$ cat src/rtl/i2c_dt_pkg.sv
package i2c_dt_pkg;

  localparam int unsigned BYTE_W = 8;

  // space-kind nibble and fixed select bits of the 7-bit identifier
  localparam logic [3:0] ARR_KIND = 4'b1010;
  localparam logic [3:0] REG_KIND = 4'b1101;
  localparam logic [2:0] DEV_SEL  = 3'b111;

  typedef enum logic [2:0] {
    ST_IDLE,
    ST_RX,
    ST_RX_ACK,
    ST_TX,
    ST_TX_ACK,
    ST_IGNORE
  } tgt_state_e;

  typedef enum logic [1:0] {
    PH_DEV,
    PH_WA_HI,
    PH_WA_LO,
    PH_WDATA
  } rx_phase_e;

endpackage

$ cat src/rtl/i2c_dt_rstsync.sv
module i2c_dt_rstsync #(
  parameter int unsigned STAGES = 2
) (
  input  logic clk,
  input  logic rst_n_raw,
  output logic rst_n_sync
);

  logic [STAGES-1:0] chain_q;

  always_ff @(posedge clk or negedge rst_n_raw) begin
    if (!rst_n_raw) begin
      chain_q <= '0;
    end else begin
      chain_q <= {chain_q[STAGES-2:0], 1'b1};
    end
  end

  assign rst_n_sync = chain_q[STAGES-1];

endmodule

$ cat src/rtl/i2c_dt_busmon.sv
module i2c_dt_busmon #(
  parameter int unsigned SYNC_STAGES = 2
) (
  input  logic clk,
  input  logic rst_n,
  input  logic scl_raw,
  input  logic sda_raw,
  output logic scl_hi,
  output logic sda_hi,
  output logic scl_rise,
  output logic scl_fall,
  output logic start_det,
  output logic stop_det
);

  // synchronizer stages plus one history stage for edge detection
  localparam int unsigned CHAIN = SYNC_STAGES + 1;

  logic [CHAIN-1:0] scl_pipe_q;
  logic [CHAIN-1:0] sda_pipe_q;
  logic             scl_prev;
  logic             sda_prev;

  always_ff @(posedge clk or negedge rst_n) begin
    if (!rst_n) begin
      scl_pipe_q <= '1;
      sda_pipe_q <= '1;
    end else begin
      scl_pipe_q <= {scl_pipe_q[CHAIN-2:0], scl_raw};
      sda_pipe_q <= {sda_pipe_q[CHAIN-2:0], sda_raw};
    end
  end

  assign scl_hi   = scl_pipe_q[CHAIN-2];
  assign sda_hi   = sda_pipe_q[CHAIN-2];
  assign scl_prev = scl_pipe_q[CHAIN-1];
  assign sda_prev = sda_pipe_q[CHAIN-1];

  always_comb begin
    scl_rise  = scl_hi & ~scl_prev;
    scl_fall  = ~scl_hi & scl_prev;
    start_det = scl_hi & scl_prev & sda_prev & ~sda_hi;
    stop_det  = scl_hi & scl_prev & ~sda_prev & sda_hi;
  end

endmodule

$ cat src/rtl/i2c_dt_ptr.sv
module i2c_dt_ptr #(
  parameter int unsigned ARR_AW = 9,
  parameter int unsigned REG_AW = 6
) (
  input  logic              clk,
  input  logic              rst_n,
  input  logic              load,
  input  logic [ARR_AW-1:0] load_val,
  input  logic              inc,
  input  logic              reg_space,
  output logic [ARR_AW-1:0] addr
);

  localparam logic [ARR_AW-1:0] ARR_MASK = '1;
  localparam logic [ARR_AW-1:0] REG_MASK = {{(ARR_AW-REG_AW){1'b0}}, {REG_AW{1'b1}}};

  logic [ARR_AW-1:0] ptr_q;
  logic [ARR_AW-1:0] ptr_d;
  logic [ARR_AW-1:0] mask;

  always_comb begin
    mask = reg_space ? REG_MASK : ARR_MASK;
  end

  always_comb begin
    ptr_d = ptr_q;
    if (load) begin
      ptr_d = load_val;
    end else if (inc) begin
      ptr_d = (ptr_q + 1'b1) & mask;
    end
  end

  always_ff @(posedge clk or negedge rst_n) begin
    if (!rst_n) begin
      ptr_q <= '0;
    end else if (load || inc) begin
      ptr_q <= ptr_d;
    end
  end

  assign addr = ptr_q & mask;

endmodule

$ cat src/rtl/i2c_dual_target.sv
module i2c_dual_target
  import i2c_dt_pkg::*;
#(
  parameter int unsigned ARR_AW      = 9,
  parameter int unsigned REG_AW      = 6,
  parameter int unsigned SYNC_STAGES = 2,
  parameter int unsigned RST_STAGES  = 2
) (
  input  logic              clk,
  input  logic              rst_n,
  input  logic              scl_i,
  input  logic              sda_i,
  output logic              sda_oe,
  output logic              mem_space,
  output logic [ARR_AW-1:0] mem_addr,
  output logic              mem_we,
  output logic [BYTE_W-1:0] mem_wdata,
  input  logic [BYTE_W-1:0] mem_rdata
);

  localparam int unsigned       BIT_W = $clog2(BYTE_W + 1);
  localparam int unsigned       HI_W  = ARR_AW - BYTE_W;
  localparam logic [BIT_W-1:0]  FULL  = BIT_W'(BYTE_W);
  localparam logic [BIT_W-1:0]  LAST  = BIT_W'(BYTE_W - 1);

  logic rst_sync_n;
  logic scl_hi, sda_hi, scl_rise, scl_fall, start_det, stop_det;

  tgt_state_e        state_q, state_d;
  rx_phase_e         phase_q, phase_d;
  logic [BIT_W-1:0]  bitcnt_q, bitcnt_d;
  logic [BYTE_W-1:0] shreg_q, shreg_d;
  logic              space_q, space_d;
  logic              rw_q, rw_d;
  logic              pend_q, pend_d;
  logic [6:0]        pend_id_q, pend_id_d;
  logic [HI_W-1:0]   hi_q, hi_d;

  logic              ptr_load, ptr_inc;
  logic [ARR_AW-1:0] ptr_val;
  logic [6:0]        rx_id;
  logic              rx_rw, id_known, id_is_reg, pend_ok;

  i2c_dt_rstsync #(.STAGES(RST_STAGES)) u_rst (
    .clk        (clk),
    .rst_n_raw  (rst_n),
    .rst_n_sync (rst_sync_n)
  );

  i2c_dt_busmon #(.SYNC_STAGES(SYNC_STAGES)) u_bus (
    .clk       (clk),
    .rst_n     (rst_sync_n),
    .scl_raw   (scl_i),
    .sda_raw   (sda_i),
    .scl_hi    (scl_hi),
    .sda_hi    (sda_hi),
    .scl_rise  (scl_rise),
    .scl_fall  (scl_fall),
    .start_det (start_det),
    .stop_det  (stop_det)
  );

  i2c_dt_ptr #(.ARR_AW(ARR_AW), .REG_AW(REG_AW)) u_ptr (
    .clk       (clk),
    .rst_n     (rst_sync_n),
    .load      (ptr_load),
    .load_val  (ptr_val),
    .inc       (ptr_inc),
    .reg_space (space_q),
    .addr      (mem_addr)
  );

  // decode of a completed slave byte
  always_comb begin
    rx_id     = shreg_q[BYTE_W-1:1];
    rx_rw     = shreg_q[0];
    id_known  = ((rx_id[6:3] == ARR_KIND) || (rx_id[6:3] == REG_KIND)) && (rx_id[2:0] == DEV_SEL);
    id_is_reg = (rx_id[6:3] == REG_KIND);
    pend_ok   = !(rx_rw && pend_q && (rx_id != pend_id_q));
  end

  // memory write strobe on the last data bit of a write byte
  always_comb begin
    mem_we    = (state_q == ST_RX) && (phase_q == PH_WDATA) && scl_rise && (bitcnt_q == LAST);
    mem_wdata = {shreg_q[BYTE_W-2:0], sda_hi};
    mem_space = space_q;
    ptr_val   = {hi_q, shreg_q};
  end

  always_comb begin
    unique case (state_q)
      ST_RX_ACK: sda_oe = 1'b1;
      ST_TX:     sda_oe = ~shreg_q[BYTE_W-1];
      default:   sda_oe = 1'b0;
    endcase
  end

  // next-state logic
  always_comb begin
    state_d   = state_q;
    phase_d   = phase_q;
    bitcnt_d  = bitcnt_q;
    shreg_d   = shreg_q;
    space_d   = space_q;
    rw_d      = rw_q;
    pend_d    = pend_q;
    pend_id_d = pend_id_q;
    hi_d      = hi_q;
    ptr_load  = 1'b0;
    ptr_inc   = 1'b0;

    if (start_det) begin
      state_d  = ST_RX;
      phase_d  = PH_DEV;
      bitcnt_d = '0;
    end else if (stop_det) begin
      state_d = ST_IDLE;
      pend_d  = 1'b0;
    end else begin
      case (state_q)
        ST_RX: begin
          if (scl_rise && (bitcnt_q != FULL)) begin
            shreg_d  = {shreg_q[BYTE_W-2:0], sda_hi};
            bitcnt_d = bitcnt_q + 1'b1;
            ptr_inc  = mem_we;
          end else if (scl_fall && (bitcnt_q == FULL)) begin
            bitcnt_d = '0;
            state_d  = ST_RX_ACK;
            case (phase_q)
              PH_DEV: begin
                if (id_known && pend_ok) begin
                  space_d = id_is_reg;
                  rw_d    = rx_rw;
                  pend_d  = 1'b0;
                  if (!rx_rw) begin
                    pend_id_d = rx_id;
                  end
                end else begin
                  state_d = ST_IGNORE;
                end
              end
              PH_WA_HI: hi_d = shreg_q[HI_W-1:0];
              PH_WA_LO: begin
                ptr_load = 1'b1;
                pend_d   = 1'b1;
              end
              default: ;
            endcase
          end
        end

        ST_RX_ACK: begin
          if (scl_fall) begin
            if ((phase_q == PH_DEV) && rw_q) begin
              state_d = ST_TX;
              shreg_d = mem_rdata;
              ptr_inc = 1'b1;
            end else begin
              state_d = ST_RX;
              case (phase_q)
                PH_DEV:   phase_d = PH_WA_HI;
                PH_WA_HI: phase_d = PH_WA_LO;
                default:  phase_d = PH_WDATA;
              endcase
            end
          end
        end

        ST_TX: begin
          if (scl_rise && (bitcnt_q != FULL)) begin
            bitcnt_d = bitcnt_q + 1'b1;
          end else if (scl_fall) begin
            if (bitcnt_q == FULL) begin
              state_d  = ST_TX_ACK;
              bitcnt_d = '0;
            end else begin
              shreg_d = {shreg_q[BYTE_W-2:0], 1'b0};
            end
          end
        end

        ST_TX_ACK: begin
          if (scl_rise) begin
            if (sda_hi) begin
              state_d = ST_IGNORE;
            end else begin
              bitcnt_d = BIT_W'(1);
            end
          end else if (scl_fall && (bitcnt_q != '0)) begin
            state_d  = ST_TX;
            bitcnt_d = '0;
            shreg_d  = mem_rdata;
            ptr_inc  = 1'b1;
          end
        end

        default: ;
      endcase
    end
  end

  // state registers
  always_ff @(posedge clk or negedge rst_sync_n) begin
    if (!rst_sync_n) begin
      state_q   <= ST_IDLE;
      phase_q   <= PH_DEV;
      bitcnt_q  <= '0;
      shreg_q   <= '0;
      space_q   <= 1'b0;
      rw_q      <= 1'b0;
      pend_q    <= 1'b0;
      pend_id_q <= '0;
      hi_q      <= '0;
    end else begin
      state_q   <= state_d;
      phase_q   <= phase_d;
      bitcnt_q  <= bitcnt_d;
      shreg_q   <= shreg_d;
      space_q   <= space_d;
      rw_q      <= rw_d;
      pend_q    <= pend_d;
      pend_id_q <= pend_id_d;
      hi_q      <= hi_d;
    end
  end

endmodule

$ cat config.mk
export PLATFORM = sky130hd
export DESIGN_NAME = i2c_dual_target
export DESIGN_NICKNAME = d
export VERILOG_FILES = /design/src/rtl/i2c_dt_pkg.sv /design/src/rtl/i2c_dt_rstsync.sv /design/src/rtl/i2c_dt_busmon.sv /design/src/rtl/i2c_dt_ptr.sv /design/src/rtl/i2c_dual_target.sv
export SDC_FILE = /design/constraint.sdc
export NUM_CORES = 1
export LEC_CHECK = 0
export BUFFER_PORTS_ARGS = -buffer_cell sky130_fd_sc_hd__buf_2
export CORE_AREA = 2 2 92 94
export CTS_CLUSTER_SIZE = 40
export DETAILED_ROUTE_END_ITERATION = 8
export DIE_AREA = 0 0 94 96
export PLACE_DENSITY_LB_ADDON = 0.05
export SKIP_LAST_GASP = 1
export SYNTH_ARGS = -nofsm -noshare
export SYNTH_HDL_FRONTEND = slang
export SYNTH_SLANG_ARGS = --single-unit
$ cat constraint.sdc
create_clock -name clk -period 1.4 [get_ports clk]
set_input_delay 0.07 -clock clk [delete_from_list [all_inputs] [get_ports clk]]
set_output_delay 0.07 -clock clk [all_outputs]
set_load 0.05 [all_outputs]
==> results of run 1 <==
==> power breakdown <==
part | internal, uW | leakage, uW | switching (uW) | total [uW]
sequential | 1620 | 0.000540 | 326 | 1950
combinational | 2590 | 0.00134 | 2720 | 5300
clock | 354 | 0.0000385 | 440 | 794
==> worst register-to-register path: cells and delay by family (launching register included) <==
kind	cells	cell delay, ns
AOI/OAI and AO/OA	5	0.78
adders and majority gates	1	0.13
buffers and inverters	2	0.26
DFF	1	0.39
and+or+nand+nor	1	0.37
==> cells by family after synthesis <==
kind of cell,count (synthesis),synth area share [%]
fa+ha+maj,3,1.36
compound gates,74,17.5
simple gates,108,22.1
other cells,1,0.136
flops,45,41.1
buf+inv,39,8.03
xor+xnor,13,4.13
mux,15,5.71
==> routing by layer <==
metal | GRT usage [%] | vias to the layer above | part of all wire (%)
met2 | 27.1 | 37 | 47
met4 | 3.26 | 0 | 0.76
met3 | 2.43 | 6 | 2.3
met5 | 0 | - | 0
li1 | - | 1268 | -
met1 | 23.2 | 1218 | 50
==> stage by stage <==
step,util [%],setup slack (ns),setup TNS (ns),hold slack (ns),power (uW)
after global placement,44.6,-0.546,-16.76,-0.146,6310
after CTS,48.5,-0.579,-17.79,0.0574,7580
final,52.2,-0.643,-19.04,0.0468,8050
after global routing,52.2,-0.724,-22.40,0.0551,8620
after floorplan,-,-0.579,-13.00,-0.226,4870
after detailed placement,44.6,-0.573,-17.53,-0.141,6330
==> how the worst max path moves through the flow <==
stage / depth (start not counted) / slack (ns) / to
2_1_floorplan: 7 / -0.58 / bitcnt_q[3]
3_3_place_gp: 6 / -0.55 / rw_q
3_5_place_dp: 9 / -0.57 / bitcnt_q[0]
4_1_cts: 9 / -0.58 / bitcnt_q[0]
5_1_grt: 8 / -0.72 / u_ptr.ptr_q[1]
6_report: 9 / -0.64 / u_ptr.ptr_q[7]
==> state kept, by name, indices dropped and copies added, names as in the netlist <==
name / cells
pend_q: 1
rw_q: 1
bitcnt_q: 4
hi_q: 1
shreg_q: 8
u_bus.scl_pipe_q: 3
u_bus.sda_pipe_q: 3
state_q: 3
pend_id_q: 7
u_rst.chain_q: 2
phase_q: 2
mem_space: 1
u_ptr.ptr_q: 9
==> layout make-up <==
class / count / share of cell area [%]
multi-input cells: 214 / 40.5
flip-flops and latches: 45 / 27.0
repair buffers: 135 / 26.5
well taps: 105 / 3.13
clock buffers: 7 / 1.82
inverters: 9 / 0.804
clock inverters: 1 / 0.179
==> synth_stat cells (3+ instances only) <==
cell type and count:
dfrtp_1 39, buf_4 14, mux2i_1 9, nor2b_1 10, a22oi_1 3, o311ai_0 3, or3_1 4, or2_2 5
nand2b_1 6, buf_2 6, ha_1 3, a21oi_1 17, mux2_2 6, nand2_1 27, xor2_1 5, xnor2_1 8
nand3_1 7, clkbuf_1 8, nor3_1 6, nor2_1 17, dfstp_2 6, inv_1 9, o21ai_0 29, nor3b_1 4
==> repair_timing <==
action	4_1_cts	5_1_grt
cloned	2	1
gates resized for setup	33	61
setup buffers	6	12
hold endpoints to repair	4	0
pin swaps	14	31
hold buffers	3	0
setup endpoints to repair	38	40
==> results.sh, run 1 <==
export IMPL_status="finished, violations left"
export IMPL_violations="setup timing"
export IMPL_fin_ws_ns=-0.643
export IMPL_skew_ns=0.00914
export IMPL_grt_pass1_wl_mm=11.7
export IMPL_start_util_pct=34.3
export IMPL_dp_cells=486
export IMPL_synth_avg_cell_area_sq_um=9.26
export IMPL_drt_pass1_iter_count=4
export IMPL_finalCriticalPeriod_ns=2.04
export IMPL_insertion_delay_ns=0.30
export IMPL_cp_max_fo=5
export IMPL_whs_endpoint="shreg_q[5]"
export IMPL_powerDensity_mw_per_mm2=1910
export IMPL_seq_area_sq_mm=0.00114
export IMPL_synthFlopType="dfrtp_1"
export IMPL_die_height_microns=96
export IMPL_r2r_end="u_ptr.ptr_q[7]"
export IMPL_grt_max_degree=19
export IMPL_yosys_top_cells_area="dfrtp_1 35%, dfstp_2 5.7%, o21ai_0 5.3%"
export IMPL_area_delta_synth_final_pct=52.3
export IMPL_ys_async_sr_fraction_pct=100
export IMPL_crit_path_cell_trace="inv_2 -> ha_4 -> or3b_4 -> a32o_2 -> a21oi_4 -> clkbuf_16 -> o21ai_2 -> a22oi_1 -> a21oi_1"
export IMPL_vias_per_cell=4.90
export IMPL_cts_sinks=45
export IMPL_hp_start="mem_rdata[5]"
export IMPL_cts_tree="yes"
export IMPL_hold_path_class="in2reg"
export IMPL_regToRegSetupSlack_ns=-0.64
export IMPL_worstSetupStartpoint="bitcnt_q[0]"
export IMPL_cp_data_arrival_time_ns=2.23
export IMPL_fp_row_count=33
export IMPL_ys_seq_area_share_pct=41.1
export IMPL_setup_viol=38
export IMPL_dp_hpwl_mm=5.38
export IMPL_clk_path_buf_depth=2
export IMPL_io_buffers=31
export IMPL_cts_root_buf="clkbuf_8"
export IMPL_cp_buffers_inverters=2
export IMPL_min_period_over_period_pct=146
export IMPL_hold_path_depth=3
export IMPL_gp_congestion=0.783
export IMPL_post_dp_cell_area_sq_mm=0.00359
export IMPL_slowest_delay_ns=0.39
export IMPL_track_usage_pct=16.5
export IMPL_nets=425
export IMPL_first_global_vias=2381
export IMPL_cts_buffers_inserted=5
export IMPL_die_w_microns=94
export IMPL_htreeDepth=2
export IMPL_drtIter0Drc=127
export IMPL_r2r_start="bitcnt_q[0]"
export IMPL_syn_inst=298
export IMPL_core_sq_mm=0.00805
export IMPL_fin_area_sq_mm=0.00420
export IMPL_fmax_ghz=0.489
export IMPL_clk_pin_slew_ns=0.09
export IMPL_crit_required_ns=1.59
export IMPL_routed_wl_mm=7.49
export IMPL_stdcell_count=516
export IMPL_final_hold_viol_count=0
export IMPL_drive_gt1_share_pct=51.1
export IMPL_ys_seq_elements=45
export IMPL_rsz0062_at_grt="true"
export IMPL_multi_input_area_sq_mm=0.00170
export IMPL_die_area_sq_mm=0.00902
export IMPL_peakVddDrop_v=0.00105
export IMPL_ant_nets=0
export IMPL_synth_fp_nets=313
export IMPL_wl_per_cell_microns=14.5
export IMPL_drc=0
export IMPL_n_antenna_cell=0
export IMPL_ff2ff_path_depth=9
export IMPL_cellLeakagePower_uw=0.00192
export IMPL_layout_common_cells="78 x buf_4, 37 x dfrtp_1, 28 x buf_2"
export IMPL_syn_area_sq_mm=0.00276
export IMPL_start_kind="flop"
export IMPL_synth_edf_count=0
export IMPL_synth_warnings=0
export IMPL_ys_types=60
export IMPL_synth_top_area_share_pct=35.4
export IMPL_num_io_pins=32
export IMPL_critPathKind="reg2reg"
export IMPL_cp_slowest_cell="dfrtp_1"
export IMPL_filler_cell_count=761
export IMPL_antenna_found_initial=0
export IMPL_end_kind="flop"
export IMPL_final_max_slew_viol_count=0
export IMPL_grt_overflow_total=0
export IMPL_cpLargestDelayFamily="compound AO/OA/AOI/OAI gates"
export IMPL_via_count=2529
export IMPL_cap_viol_max_count=0
export IMPL_synth_area_leader_cell="dfrtp_1"
export IMPL_mostFrequentLayoutCell="buf_4"
(Power assumes the default switching activity.)
==> run 2: changes to the inputs <==
--- a/config.mk
+++ b/config.mk
@@ -11,6 +11,7 @@
 export DETAILED_ROUTE_END_ITERATION = 8
 export DIE_AREA = 0 0 94 96
 export PLACE_DENSITY_LB_ADDON = 0.05
+export SETUP_SLACK_MARGIN = 0.4
 export SKIP_LAST_GASP = 1
 export SYNTH_ARGS = -nofsm -noshare
 export SYNTH_HDL_FRONTEND = slang
==> results.sh, run 2 (synthesis gave the netlist of run 1 again) <==
export IMPL_wl_per_cell_microns=14.9
export IMPL_cts_root_buf="clkbuf_8"
export IMPL_fmax_ghz=0.499
export IMPL_drive_gt1_share_pct=56.1
export IMPL_filler_cell_count=736
export IMPL_seq_area_sq_mm=0.00114
export IMPL_cp_max_fo=11
export IMPL_powerDensity_mw_per_mm2=1970
export IMPL_violations="setup timing"
export IMPL_cts_sinks=45
export IMPL_top_register="u_ptr.ptr_q"
export IMPL_die_height_microns=96
export IMPL_routed_wl_mm=7.69
export IMPL_dp_cells=483
export IMPL_clk_path_buf_depth=2
export IMPL_gp_congestion=0.775
export IMPL_hold_path_class="in2reg"
export IMPL_layout_common_cells="65 x buf_4, 41 x buf_6, 36 x dfrtp_1"
export IMPL_critPathKind="reg2reg"
export IMPL_clk_pin_slew_ns=0.10
export IMPL_reg_largest_list="u_ptr.ptr_q (9), shreg_q (8), pend_id_q (7)"
export IMPL_htreeDepth=2
export IMPL_start_util_pct=34.3
export IMPL_cts_tree="yes"
export IMPL_dr_wl_met2_mm=3.53
export IMPL_grt_pass1_wl_mm=12.3
export IMPL_stdcell_count=517
export IMPL_vias_per_cell=4.91
export IMPL_n_antenna_cell=0
export IMPL_area_delta_synth_final_pct=62.4
export IMPL_drt_met1_wl_mm=3.82
export IMPL_insertion_delay_ns=0.31
export IMPL_finalCriticalPeriod_ns=2.01
export IMPL_die_w_microns=94
export IMPL_io_buffers=31
export IMPL_via_count=2541
export IMPL_end_kind="flop"
export IMPL_nets=426
export IMPL_grt_overflow_total=0
export IMPL_final_max_slew_viol_count=0
export IMPL_crit_required_ns=1.61
export IMPL_cts_buffers_inserted=5
export IMPL_grt_max_degree=32
export IMPL_track_usage_pct=17.5
export IMPL_final_hold_viol_count=0
export IMPL_first_global_vias=2399
export IMPL_dp_hpwl_mm=5.34
export IMPL_mostFrequentLayoutCell="buf_4"
export IMPL_drt_pass1_iter_count=7
export IMPL_status="finished, violations left"
export IMPL_peakVddDrop_v=0.000847
export IMPL_multi_input_area_sq_mm=0.00179
export IMPL_start_kind="flop"
export IMPL_fin_tns_setup_ns=-17.23
export IMPL_largest_reg_flops=9
export IMPL_die_area_sq_mm=0.00902
export IMPL_regToRegSetupSlack_ns=-0.61
export IMPL_drc=0
export IMPL_cellLeakagePower_uw=0.00200
export IMPL_hold_ws_ns=0.0317
export IMPL_post_dp_cell_area_sq_mm=0.00361
export IMPL_drtIter0Drc=90
export IMPL_fin_ws_ns=-0.606
export IMPL_fp_row_count=33
export IMPL_skew_ns=0.0150
export IMPL_dr_wl_met3_microns=252
export IMPL_cap_viol_max_count=0
export IMPL_setup_viol=37
export IMPL_min_period_over_period_pct=143
export IMPL_antenna_found_initial=0
export IMPL_num_io_pins=32
export IMPL_cp_data_arrival_time_ns=2.21
export IMPL_fin_area_sq_mm=0.00448
export IMPL_dr_max_layer_used="met4"
export IMPL_core_sq_mm=0.00805
export IMPL_ant_nets=0
export IMPL_rsz0062_at_grt="true"
run 2: changes by cell type in the layout (fill, tap and decap cells not counted), sizes merged:
cell and change:
clkbuf -2, buf +2, clkinvlp +1
run 2: stage by stage:
step                setup slack, ns  total power [uW]  utilization (%)
floorplan                    -0.579              4960                -
global placement             -0.529              6340             44.8
detailed placement           -0.581              6350             44.8
CTS                          -0.596              8000             51.7
global route                 -0.698              9430             55.7
finish                       -0.606              8850             55.7
run 2: layer usage:
layer  track usage [%]  vias to the layer above
met5                 0                        -
met4              4.11                        0
met3              3.13                        8
met2              27.0                       45
met1              25.5                     1218
li1                  -                     1270
run 2: where the power goes:
group / total, uW / switching, uW / internal (uW)
clock network: 846 / 493 / 353
registers: 1940 / 320 / 1620
logic: 6060 / 3050 / 3010
total: 8850 / 3860 / 4990
run 2: layout make-up:
type	instances	share of cell area, %
Multi-Input combinational cell	214	39.9
Timing Repair Buffer	136	29.1
Sequential cell	45	25.4
Tap cell	105	2.93
Clock buffer	6	1.62
Inverter	9	0.754
Clock inverter	2	0.335
run 2: critical path, stage by stage, from the launching register on:
cell and delay (ns):
dfrtp_1 0.39, inv_1 0.06, ha_2 0.17, or3b_4 0.39, a32o_1 0.22, a21oi_2 0.18
buf_12 0.15, o21ai_0 0.09, a22oi_1 0.16, a21oi_1 0.09
run 2: worst paths after layout:
check,startpoint,to,depth (start not counted)
hold reg to reg,u_rst.chain_q[1],bitcnt_q[3],0
setup / recovery,bitcnt_q[0],u_ptr.ptr_q[7],9
hold / removal,mem_rdata[7],shreg_q[7],3
setup reg to reg,bitcnt_q[0],u_ptr.ptr_q[7],9
max in group asynchronous,u_rst.chain_q[1],mem_space,1
min in group asynchronous,rst_n,u_rst.chain_q[1],2
run 2: repair_timing:
action	4_1_cts	5_1_grt
pin swaps	9	28
hold buffers	3	0
endpoints found under the hold margin	4	0
buffers inserted	12	9
resized for setup	96	73
endpoints found under the setup margin	57	57
cloned	1	1
